File: src/rtl/desc_ring_pkg.sv
package desc_ring_pkg;
  localparam int unsigned CODE_W       = 4;
  localparam int unsigned MIN_SIZE_LOG = 5;
  localparam int unsigned MAX_CODE     = 8;

  function automatic logic [31:0] size_mask(input logic [CODE_W-1:0] code);
    logic [CODE_W-1:0] c;
    c = (code > CODE_W'(MAX_CODE)) ? CODE_W'(MAX_CODE) : code;
    return (32'd1 << (MIN_SIZE_LOG + 32'(c))) - 32'd1;
  endfunction
endpackage

File: src/rtl/desc_kick_reg.sv
module desc_kick_reg #(
  parameter int unsigned IDX_W   = 13,
  parameter bit          RX_MODE = 1'b1
) (
  input  logic             clk_i,
  input  logic             rst_ni,
  input  logic             we_i,
  input  logic [IDX_W-1:0] wdata_i,
  input  logic [IDX_W-1:0] mask_i,
  output logic [IDX_W-1:0] kick_o,
  output logic             err_o
);
  logic [IDX_W-1:0] wval;
  logic             bad;

  generate
    if (RX_MODE) begin : g_rx
      assign wval = wdata_i & mask_i & ~IDX_W'(3);
      assign bad  = |wdata_i[1:0];
    end else begin : g_tx
      assign wval = wdata_i & mask_i;
      assign bad  = 1'b0;
    end
  endgenerate

  always_ff @(posedge clk_i or negedge rst_ni) begin
    if (!rst_ni) begin
      kick_o <= '0;
      err_o  <= 1'b0;
    end else if (we_i) begin
      kick_o <= wval;
      if (bad) err_o <= 1'b1;
    end
  end
endmodule

File: src/rtl/desc_fetch_ctrl.sv
module desc_fetch_ctrl #(
  parameter int unsigned IDX_W     = 13,
  parameter int unsigned ADDR_W    = 64,
  parameter int unsigned DESC_LOG2 = 4,
  parameter int unsigned ALIGN_W   = 11
) (
  input  logic              clk_i,
  input  logic              rst_ni,
  input  logic              enable_i,
  input  logic [IDX_W-1:0]  kick_i,
  input  logic [IDX_W-1:0]  mask_i,
  input  logic [ADDR_W-1:0] base_i,
  input  logic              gnt_i,
  input  logic              retire_i,
  output logic              req_o,
  output logic [IDX_W-1:0]  idx_o,
  output logic [ADDR_W-1:0] addr_o,
  output logic              busy_o
);
  localparam int unsigned PAD_W = ADDR_W - IDX_W;

  logic [IDX_W-1:0]  cons_q;
  logic              busy_q;
  logic              take;
  logic [ADDR_W-1:0] base_al;
  logic [ADDR_W-1:0] offs;

  assign req_o   = enable_i && (cons_q != kick_i) && !busy_q;
  assign take    = req_o && gnt_i;
  assign base_al = {base_i[ADDR_W-1:ALIGN_W], {ALIGN_W{1'b0}}};
  assign offs    = {{PAD_W{1'b0}}, cons_q} << DESC_LOG2;
  assign addr_o  = base_al + offs;
  assign idx_o   = cons_q;
  assign busy_o  = busy_q;

  always_ff @(posedge clk_i or negedge rst_ni) begin
    if (!rst_ni) begin
      cons_q <= '0;
      busy_q <= 1'b0;
    end else begin
      if (take) begin
        cons_q <= (cons_q + IDX_W'(1)) & mask_i;
        busy_q <= 1'b1;
      end else if (retire_i) begin
        busy_q <= 1'b0;
      end
    end
  end
endmodule

File: src/rtl/desc_cmpl_ctrl.sv
module desc_cmpl_ctrl #(
  parameter int unsigned IDX_W = 13
) (
  input  logic             clk_i,
  input  logic             rst_ni,
  input  logic             xfer_done_i,
  input  logic             busy_i,
  input  logic [IDX_W-1:0] mask_i,
  output logic             retire_o,
  output logic [IDX_W-1:0] cmpl_o,
  output logic             done_o
);
  logic published_q;

  assign retire_o = xfer_done_i && busy_i;

  // index first, event one cycle later
  always_ff @(posedge clk_i or negedge rst_ni) begin
    if (!rst_ni) begin
      cmpl_o      <= '0;
      published_q <= 1'b0;
      done_o      <= 1'b0;
    end else begin
      if (retire_o) cmpl_o <= (cmpl_o + IDX_W'(1)) & mask_i;
      published_q <= retire_o;
      done_o      <= published_q;
    end
  end
endmodule

File: src/rtl/desc_ring_tracker.sv
module desc_ring_tracker #(
  parameter int unsigned IDX_W     = 13,
  parameter int unsigned ADDR_W    = 64,
  parameter int unsigned DESC_LOG2 = 4,
  parameter int unsigned ALIGN_W   = 11,
  parameter bit          RX_MODE   = 1'b1
) (
  input  logic                             clk_i,
  input  logic                             rst_ni,
  input  logic                             cfg_enable_i,
  input  logic [desc_ring_pkg::CODE_W-1:0] cfg_ring_code_i,
  input  logic [ADDR_W-1:0]                cfg_base_i,
  input  logic                             kick_we_i,
  input  logic [IDX_W-1:0]                 kick_wdata_i,
  output logic [IDX_W-1:0]                 kick_idx_o,
  output logic                             kick_err_o,
  output logic                             fetch_req_o,
  input  logic                             fetch_gnt_i,
  output logic [IDX_W-1:0]                 fetch_idx_o,
  output logic [ADDR_W-1:0]                fetch_addr_o,
  input  logic                             xfer_done_i,
  output logic [IDX_W-1:0]                 cmpl_idx_o,
  output logic                             done_o
);
  logic [31:0]      mask_full;
  logic [IDX_W-1:0] ring_mask;
  logic             busy;
  logic             retire;

  assign mask_full = desc_ring_pkg::size_mask(cfg_ring_code_i);
  assign ring_mask = mask_full[IDX_W-1:0];

  desc_kick_reg #(.IDX_W(IDX_W), .RX_MODE(RX_MODE)) u_kick (
    .clk_i   (clk_i),
    .rst_ni  (rst_ni),
    .we_i    (kick_we_i),
    .wdata_i (kick_wdata_i),
    .mask_i  (ring_mask),
    .kick_o  (kick_idx_o),
    .err_o   (kick_err_o)
  );

  desc_fetch_ctrl #(
    .IDX_W(IDX_W), .ADDR_W(ADDR_W), .DESC_LOG2(DESC_LOG2), .ALIGN_W(ALIGN_W)
  ) u_fetch (
    .clk_i    (clk_i),
    .rst_ni   (rst_ni),
    .enable_i (cfg_enable_i),
    .kick_i   (kick_idx_o),
    .mask_i   (ring_mask),
    .base_i   (cfg_base_i),
    .gnt_i    (fetch_gnt_i),
    .retire_i (retire),
    .req_o    (fetch_req_o),
    .idx_o    (fetch_idx_o),
    .addr_o   (fetch_addr_o),
    .busy_o   (busy)
  );

  desc_cmpl_ctrl #(.IDX_W(IDX_W)) u_cmpl (
    .clk_i       (clk_i),
    .rst_ni      (rst_ni),
    .xfer_done_i (xfer_done_i),
    .busy_i      (busy),
    .mask_i      (ring_mask),
    .retire_o    (retire),
    .cmpl_o      (cmpl_idx_o),
    .done_o      (done_o)
  );
endmodule

File: config.mk
export PLATFORM = sky130hd
export DESIGN_NAME = desc_ring_tracker
export DESIGN_NICKNAME = d
export VERILOG_FILES = /design/src/rtl/desc_ring_pkg.sv /design/src/rtl/desc_kick_reg.sv /design/src/rtl/desc_fetch_ctrl.sv /design/src/rtl/desc_cmpl_ctrl.sv /design/src/rtl/desc_ring_tracker.sv
export SDC_FILE = /design/constraint.sdc
export NUM_CORES = 1
export LEC_CHECK = 0
export ABC_AREA = 1
export BUFFER_PORTS_ARGS = -buffer_cell sky130_fd_sc_hd__buf_2
export CORE_ASPECT_RATIO = 1.4
export CORE_MARGIN = 5
export CORE_UTILIZATION = 40
export CTS_CLUSTER_SIZE = 28
export DETAILED_ROUTE_END_ITERATION = 8
export HOLD_SLACK_MARGIN = 0.08
export PLACE_DENSITY = 0.69
export SYNTH_ARGS = -nofsm -noshare
export SYNTH_HDL_FRONTEND = slang
export SYNTH_SLANG_ARGS = --single-unit
export TNS_END_PERCENT = 30
File: constraint.sdc
create_clock -name clk_i -period 2.2 [get_ports clk_i]
set_input_delay 0.11 -clock clk_i [delete_from_list [all_inputs] [get_ports clk_i]]
set_output_delay 0.11 -clock clk_i [all_outputs]
set_load 0.005 [all_outputs]
==> results of run 1 <==
-- layout by cell type, fill, tap and decap left out, types with 3 or more instances in the layout --
| cell | Yosys | layout |
|---|---|---|
| a21oi_1 | 13 | 12 |
| nand2_1 | 257 | 246 |
| inv_2 | 2 | 5 |
| clkbuf_16 | 0 | 5 |
| buf_2 | 1 | 176 |
| nand2_4 | 3 | 6 |
| xnor2_1 | 20 | 20 |
| nand3_2 | 4 | 5 |
| ha_4 | 0 | 5 |
| nor3_1 | 13 | 13 |
| buf_4 | 14 | 28 |
| nor2_1 | 90 | 87 |
| o21ai_0 | 23 | 22 |
| nand3_1 | 62 | 58 |
| dfrtp_1 | 41 | 41 |
| ha_1 | 10 | 4 |
| nand3_4 | 0 | 3 |
| conb_1 | 2 | 8 |
| nand4_1 | 34 | 34 |
| xor2_1 | 24 | 23 |
| buf_6 | 1 | 4 |
| inv_1 | 101 | 98 |
| nor2_2 | 12 | 11 |
| nor2_4 | 3 | 7 |
| nand2_2 | 6 | 13 |
| dlygate4sd3_1 | 0 | 11 |
| nand3b_1 | 8 | 8 |
| and2_1 | 3 | 3 |
-- logic make-up (layout without fill, tap and decap cells) --
family          Yosys count  in the layout  share of synthesized area [%]
xor+xnor                 45             45                           8.67
other cells               2              8                          0.162
flops                    41             41                           22.1
simple gates            503            503                           49.1
buf+inv                 125            331                           11.4
compound gates           45             45                           5.35
fa+ha+maj                11             11                           3.13
-- timing repair --
item	CTS	global route
pin swaps	6	12
hold buffers	11	0
resized for setup	21	31
setup buffers	5	14
endpoints found under the setup margin	25	39
endpoints found under the hold margin	50	0
-- area by class of cell --
type	count	area share, %
Clock buffer	5	1.97
Clock inverter	2	0.551
Inverter	103	6.08
Multi-Input combinational cell	612	52.2
Sequential cell	41	16.1
Tap cell	144	2.83
Timing Repair Buffer	221	20.2
-- worst max-delay path, cell delays in order (launching register included) --
cell and delay (ps):
dfrtp_1 350, ha_2 190, inv_2 40, fa_2 340, inv_2 80, nand3_2 90, nand2_4 100, nand2_2 60
nand2_4 120, buf_4 140, nand3_1 80, xor2_1 150, buf_2 130
-- report_power, final --
group | internal (uW) | switching, uW
Clock | 527 | 297
Sequential | 844 | 114
Combinational | 357 | 508
Total | 1730 | 919
-- final timing paths --
| check | start | end | slack, ps | depth (start not counted) |
|---|---|---|---|---|
| worst min register to register | u_cmpl.published_q | u_cmpl.done_o | 360 | 0 |
| worst max register to register | u_fetch.idx_o[0] | u_fetch.idx_o[11] | 510 | 9 |
| worst max-delay path | u_fetch.idx_o[7] | fetch_addr_o[37] | -60 | 12 |
| min in group asynchronous | rst_ni | u_fetch.idx_o[1] | 500 | 2 |
| worst min-delay path | kick_wdata_i[2] | u_kick.kick_o[2] | 70 | 3 |
| max in group asynchronous | rst_ni | u_cmpl.cmpl_o[0] | 1110 | 2 |
-- metrics by stage --
step	util [%]	total power (uW)	area (sq um)
final	56.1	2650	6360
after detailed placement	50.3	1790	5700
after CTS	53.8	2640	6100
after floorplan	-	1370	4660
after global routing	56.1	2800	6360
after global placement	50.3	1780	5700
-- state kept, by name (all words and copies together) (netlist names) --
signal / cells
u_cmpl.cmpl_o: 13
u_kick.kick_o: 11
u_kick.err_o: 1
u_cmpl.done_o: 1
u_cmpl.published_q: 1
u_fetch.idx_o: 13
u_fetch.busy_o: 1
-- layer usage --
metal	vias to the layer above	share of wire [%]	GRT usage [%]
met2	260	51	48.5
met5	-	0.18	0
met4	4	6.3	17.1
li1	2845	-	-
met3	71	8.0	5.22
met1	2584	35	25.9
==> results.json, run 1 <==
{
  "grt_pass1_wl_um": 27800,
  "cap_viol_max_count": 0,
  "clock_latency_ps": 290,
  "grt.overflow.total": 0,
  "synthFlopType": "dfrtp_1",
  "fill_cells": 1171,
  "vias_per_cell": 5.11,
  "clockBufferDepth": 2,
  "die_h_um": 137,
  "die_x_um": 101,
  "crit_type": "flip-flop to output pin",
  "start_util_pct": 40.9,
  "multiInputGateArea_sq_mm": 0.00332,
  "failed_checks": "negative setup slack",
  "port-buffer-count": 175,
  "rsz0062_at_grt": "yes",
  "antenna_left": 0,
  "fin_crit_ps": 2260,
  "irDropWorstVdd_uv": 644,
  "path_clk_slew_ps": 60,
  "core_area_sq_mm": 0.0113,
  "grt_max_degree": 42,
  "yosys-top-cells-area": "dfrtp_1 22%, nand2_1 21%, inv_1 8.2%",
  "dp_worst_setup_slack_ps": 64.7,
  "netlist_area_sq_mm": 0.00463,
  "wl_um": 18900,
  "start_kind": "flip-flop",
  "diodes": 0,
  "layout.nets": 1082,
  "async_reset_ff_share_pct": 100,
  "final_cells": 1128,
  "dp_cells": 1091,
  "fin_setup_tns_ps": -213,
  "worstPathRequired_ps": 2090,
  "fp-row-count": 46,
  "drtIter0Drc": 168,
  "ys_warn_count": 0,
  "wl_per_cell_um": 16.7,
  "first_pass_iters": 5,
  "cts_htree_levels": 2,
  "routed-via-count": 5764,
  "antenna_found_initial": 2,
  "yosys.area.top_type": "dfrtp_1",
  "synth_area_per_cell_sq_um": 6.00,
  "fin_ws_ps": -60.9,
  "synthCells": 772,
  "endpoint_kind": "output pin",
  "status": "finished with violations",
  "cp_max_fo": 4,
  "grt_usage_pct": 26.1,
  "ys_types": 42,
  "cts_tree": "built",
  "ys_top_cells_by_count": "257 x nand2_1, 101 x inv_1, 90 x nor2_1",
  "relSlewSlack_pct": 37.4,
  "hold_slack_ps": 73.2,
  "fin_worst_skew_ps": 5.03,
  "setup_violations": 6,
  "cts_made_buffers": 5,
  "finalCritPeriodShare_pct": 103,
  "p_per_area_mw_per_mm2": 416,
  "synth_edf_count": 0,
  "drive_gt1_share_pct": 29.2,
  "ios": 193,
  "hpwl_um": 15600,
  "yosysSeqAreaShare_pct": 22.1,
  "cts_root_buffer": "clkbuf_16",
  "hp-class": "input port to flip-flop",
  "regArea_sq_mm": 0.00103,
  "drc": 0,
  "clock.fmax_ghz": 0.442,
  "area_growth_pct": 37.3,
  "synth.most_common_cell": "nand2_1",
  "hold_viol": 0,
  "slew_violations": 0,
  "grt_pass1_vias": 5489,
  "leakage_uw": 0.00334,
  "cts.sinks": 41,
  "synth-seq-cells": 41,
  "cp_data_arrival_time_ps": 2150,
  "routabilityCongestion": 1.02,
  "worst_pin_slew_ps": 939,
  "dieArea_sq_mm": 0.0139,
  "synthDominantCellAreaShare_pct": 22.1
}
No activity file was read; power rests on OpenSTA's default activity.
==> run 2: changes to the inputs <==
- RECOVER_POWER: unset -> 25
==> run 2 against run 1 <==
Highest routed layer unchanged; critical path type unchanged; the flow still finishes with violations (negative setup slack); register-to-register slack about the same; global-route usage unchanged; sequential cell count unchanged; non-clock buffer count unchanged; maximum frequency about the same; cell count unchanged; wire length about the same; sequential power about the same.
==> results.json, run 2 (synthesis results as in run 1) <==
{
  "drive_gt1_share_pct": 27.0,
  "failed_checks": "negative setup slack",
  "worst_pin_slew_ps": 935,
  "grt_pass1_wl_um": 27800,
  "clockBufferDepth": 2,
  "cts_root_buffer": "clkbuf_16",
  "cts.sinks": 41,
  "first_pass_iters": 5,
  "path_buf_inv": 4,
  "layout.nets": 1082,
  "p_total_uw": 2640,
  "hold_viol": 0,
  "wl_um": 18900,
  "diodes": 0,
  "hpwl_um": 15600,
  "final_common_cell": "nand2_1",
  "area_growth_pct": 36.6,
  "grt_pass1_vias": 5489,
  "start_util_pct": 40.9,
  "port-buffer-count": 175,
  "setup_violations": 7,
  "grt_usage_pct": 26.1,
  "p_per_area_mw_per_mm2": 416,
  "crit_chain": "ha_2 -> inv_2 -> fa_2 -> inv_2 -> nand3_2 -> nand2_4 -> nand2_2 -> nand2_4 -> buf_4 -> nand3_1 -> xor2_1 -> buf_2",
  "relSlewSlack_pct": 37.6,
  "fin_setup_tns_ps": -218,
  "worstPathRequired_ps": 2090,
  "finalCritPeriodShare_pct": 103,
  "dp_cells": 1091,
  "rsz0062_at_grt": "yes",
  "dieArea_sq_mm": 0.0139,
  "crit_family": "adder cells",
  "cp_data_arrival_time_ps": 2150,
  "path_clk_slew_ps": 60,
  "max_stage_delay_ps": 350,
  "hp-class": "input port to flip-flop",
  "clock.fmax_ghz": 0.442,
  "multiInputGateArea_sq_mm": 0.00332,
  "endpoint_kind": "output pin",
  "irDropWorstVdd_uv": 645,
  "layout_common_cells": "246 x nand2_1, 157 x buf_2, 98 x inv_1",
  "worstSetupStartpoint": "u_fetch.idx_o[7]",
  "regArea_sq_mm": 0.00103,
  "fp-row-count": 46,
  "min_from": "kick_wdata_i[2]",
  "cp_max_fo": 4,
  "cts_tree": "built",
  "final_cells": 1128,
  "drtIter0Drc": 184,
  "grt_max_degree": 42,
  "routed-via-count": 5772,
  "drc": 0,
  "post_dp_cell_area_sq_mm": 0.00570,
  "antenna_found_initial": 2,
  "ios": 193,
  "cts_made_buffers": 5,
  "fin_ws_ps": -61.3,
  "wl_per_cell_um": 16.7,
  "slew_violations": 0,
  "crit_type": "flip-flop to output pin",
  "core_area_sq_mm": 0.0113,
  "vias_per_cell": 5.12,
  "start_kind": "flip-flop",
  "stdcell_area_sq_mm": 0.00633,
  "cts_htree_levels": 2,
  "r2r_start": "u_fetch.idx_o[0]",
  "die_x_um": 101,
  "leakage_uw": 0.00326,
  "slowest_stage": "dfrtp_1",
  "antenna_left": 0,
  "status": "finished with violations",
  "grt.overflow.total": 0,
  "routabilityCongestion": 1.02,
  "fin_crit_ps": 2260,
  "fin_worst_skew_ps": 4.92,
  "die_h_um": 137,
  "clock_latency_ps": 290,
  "cap_viol_max_count": 0,
  "fill_cells": 1181,
  "postLayoutCoreUtil_pct": 55.8
}
[run 2: what timing repair did]
item	4_1_cts	5_1_grt
buffers inserted	5	14
endpoints found under the hold margin	50	0
hold buffers	11	0
setup endpoints to repair	25	39
resized for setup	21	31
pin swaps	6	12
[run 2: stage by stage]
stage                     hold WS [ps]  worst slack [ps]
final                             74.8             -61.3
after global routing              89.1              -164
after CTS                         80.6             -48.9
after detailed placement           302              64.7
after global placement             305              92.7
after floorplan                   -186               164
[run 2: path summary, 6_finish.rpt]
kind                                     end  slack, ps  cells past startpoint
hold / removal              u_kick.kick_o[2]         70                      3
min in group asynchronous   u_fetch.idx_o[1]        490                      2
setup reg to reg           u_fetch.idx_o[11]        510                      9
hold reg to reg                u_cmpl.done_o        360                      0
setup / recovery            fetch_addr_o[37]        -60                     12
max in group asynchronous   u_cmpl.cmpl_o[2]       1110                      2
[run 2: layout make-up]
class,instances,share of cell area [%]
Clock buffer,5,1.98
Clock inverter,2,0.553
Inverter,103,6.11
Multi-Input combinational cell,612,52.5
Sequential cell,41,16.2
Tap cell,144,2.85
Timing Repair Buffer,221,19.8
[run 2: layer usage]
metal	global-route usage (%)	part of all wire, %
met1	25.9	34
met2	48.5	51
met3	5.22	8.0
met4	17.1	6.5
met5	0	0.18
[run 2: worst register-to-register path, delay by kind of cell (launching register included)]
kind / cells / cell delay (ps)
adder cells (fa/ha/maj): 1 / 150
AO/OA/AOI/OAI: 1 / 220
AND/OR/NAND/NOR: 5 / 500
flip-flops: 1 / 370
buffers and inverters: 2 / 330
[run 2: report_power, final]
part | total [uW] | leakage, uW | internal, uW | switching [uW]
registers | 957 | 0.000543 | 844 | 113
logic | 853 | 0.00264 | 345 | 508
clock network | 825 | 0.0000797 | 527 | 299
total | 2640 | 0.00326 | 1720 | 920
==> run 3: changes to the inputs <==
- BUFFER_PORTS_ARGS: -buffer_cell sky130_fd_sc_hd__buf_2 -> -buffer_cell sky130_fd_sc_hd__buf_4
==> run 3 against run 2 <==
Register-to-register slack improved by 20 ps; worst hold slack better by 16 ps; cell count is 0.35% lower; via count is 0.24% lower; critical path depth is the same; largest power group is now combinational cells; cell area is 5.8% higher; the flow still finishes with violations (negative setup slack); wire length increased by 0.49%; count of clock-buffer cells in the layout rose by 2.
==> results.json, run 3 (synthesis results as in run 1) <==
{
  "r2r-end": "u_fetch.idx_o[11]",
  "cp_max_fo": 5,
  "routed-via-count": 5758,
  "r2r_start": "u_fetch.idx_o[0]",
  "crit_type": "flip-flop to output pin",
  "die_x_um": 101,
  "p_per_area_mw_per_mm2": 420,
  "min_from": "kick_wdata_i[9]",
  "fin_crit_ps": 2270,
  "drtIter0Drc": 198,
  "regToRegSetupSlack_ps": 530,
  "fin_worst_skew_ps": 3.50,
  "clockBufferDepth": 2,
  "grt.overflow.total": 0,
  "drive_gt1_share_pct": 27.8,
  "cts.sinks": 41,
  "drc": 0,
  "layout.nets": 1077,
  "leakage_uw": 0.00341,
  "cts_root_buffer": "clkbuf_16",
  "power.net_switching_uw": 928,
  "die_h_um": 137,
  "endpoint_kind": "output pin",
  "p_total_uw": 2810,
  "worstSetupStartpoint": "u_fetch.idx_o[7]",
  "setup_violations": 9,
  "finalCritPeriodShare_pct": 103,
  "power.internal_uw": 1890,
  "hold_viol": 0,
  "p_seq_share_pct": 34.1,
  "cts_made_buffers": 5,
  "hpwl_um": 15700,
  "dieArea_sq_mm": 0.0139,
  "grt_usage_pct": 26.5,
  "final_cells": 1124,
  "rsz0062_at_grt": "yes",
  "clock_latency_ps": 290,
  "hp-class": "input port to flip-flop",
  "fp-row-count": 46,
  "diodes": 0,
  "antenna_left": 0,
  "irDropWorstVdd_uv": 500,
  "dp_cells": 1093,
  "start_util_pct": 40.9,
  "switching_share_pct": 33.0,
  "cp_data_arrival_time_ps": 2160,
  "core_area_sq_mm": 0.0113,
  "wl_per_cell_um": 16.9,
  "whs_path_depth": 3,
  "final_common_cell": "nand2_1",
  "grt_pass1_wl_um": 28000,
  "failed_checks": "negative setup slack",
  "port-buffer-count": 175,
  "antenna_found_initial": 0,
  "path_clk_slew_ps": 60,
  "layout_common_cells": "248 x nand2_1, 192 x buf_4, 99 x inv_1",
  "routabilityCongestion": 1.00,
  "worstPathRequired_ps": 2090,
  "grt_pass1_vias": 5548,
  "relSlewSlack_pct": 29.2,
  "fin_setup_tns_ps": -345,
  "worst_pin_slew_ps": 1060,
  "cts_htree_levels": 2,
  "fin_ws_ps": -73.6,
  "ios": 193,
  "clkPwrFrac_pct": 31.0,
  "clock.fmax_ghz": 0.440,
  "grt_max_degree": 42,
  "min_to": "u_kick.kick_o[9]",
  "start_kind": "flip-flop",
  "cap_viol_max_count": 0,
  "reg2regPathDepth": 9,
  "slew_violations": 0,
  "vias_per_cell": 5.12,
  "wl_um": 19000,
  "first_pass_iters": 5,
  "cts_tree": "built",
  "p_comb_share_pct": 35.0,
  "status": "finished with violations",
  "area_growth_pct": 44.6
}
==> run 3: metrics by stage <==
step / utilization [%] / worst slack [ps] / hold slack (ps) / area, sq um
global route: 59.1 / -187 / 115 / 6700
floorplan: - / 164 / -186 / 4660
detailed placement: 54.2 / 44.2 / 127 / 6140
CTS: 57.8 / -72.3 / 90.2 / 6550
finish: 59.1 / -73.6 / 90.9 / 6700
global placement: 54.2 / 105 / 129 / 6140
==> run 3: layout make-up <==
type / instances / area [sq um]
Tap cell: 144 / 180
Fill cell: 1151 / 4640
Multi-Input combinational cell: 613 / 3290
Clock buffer: 7 / 143
Timing Repair Buffer: 215 / 1650
Inverter: 103 / 387
Clock inverter: 1 / 30.0
Sequential cell: 41 / 1030
==> run 3: worst max-delay path by stage <==
stage	endpoint	slack, ps	cells after the start
4_1_cts	fetch_addr_o[53]	-70	12
3_5_place_dp	fetch_addr_o[53]	40	12
3_3_place_gp	fetch_addr_o[53]	110	12
2_1_floorplan	fetch_addr_o[53]	160	11
6_report	fetch_addr_o[43]	-70	12
5_1_grt	fetch_addr_o[55]	-190	12
==> run 3: power by group through the flow <==
| stage | Clock, uW | Sequential (uW) | Combinational, uW |
|---|---|---|---|
| final | 871 | 959 | 984 |
| after global routing | 910 | 981 | 1090 |
| after CTS | 882 | 959 | 976 |
| after detailed placement | 0 | 970 | 949 |
| after global placement | 0 | 970 | 944 |
| after floorplan | 0 | 969 | 405 |
==> run 3: layer usage <==
metal / vias to the layer above / routed length (um) / GRT usage (%)
met5: - / 0 / 0
met4: 0 / 1200 / 16.0
met3: 64 / 1790 / 4.96
met2: 284 / 9610 / 48.4
met1: 2569 / 6380 / 27.6
li1: 2841 / - / -
==> run 3: critical path: stages, from the launching register on <==
cell,delay (ps)
dfrtp_1,350
ha_2,180
inv_2,40
fa_2,360
inv_2,80
nand3_2,80
nand2_4,100
nand2_2,60
nand2_4,110
nand3_2,130
nor2_2,120
xor2_1,140
buf_4,120
==> run 3: timing repair <==
item / in CTS / in global routing
hold buffers: 14 / 0
pin swaps: 3 / 10
buffers inserted: 3 / 5
cloned: 0 / 1
endpoints found under the hold margin: 53 / 0
gates resized for setup: 20 / 23
endpoints found under the setup margin: 31 / 44
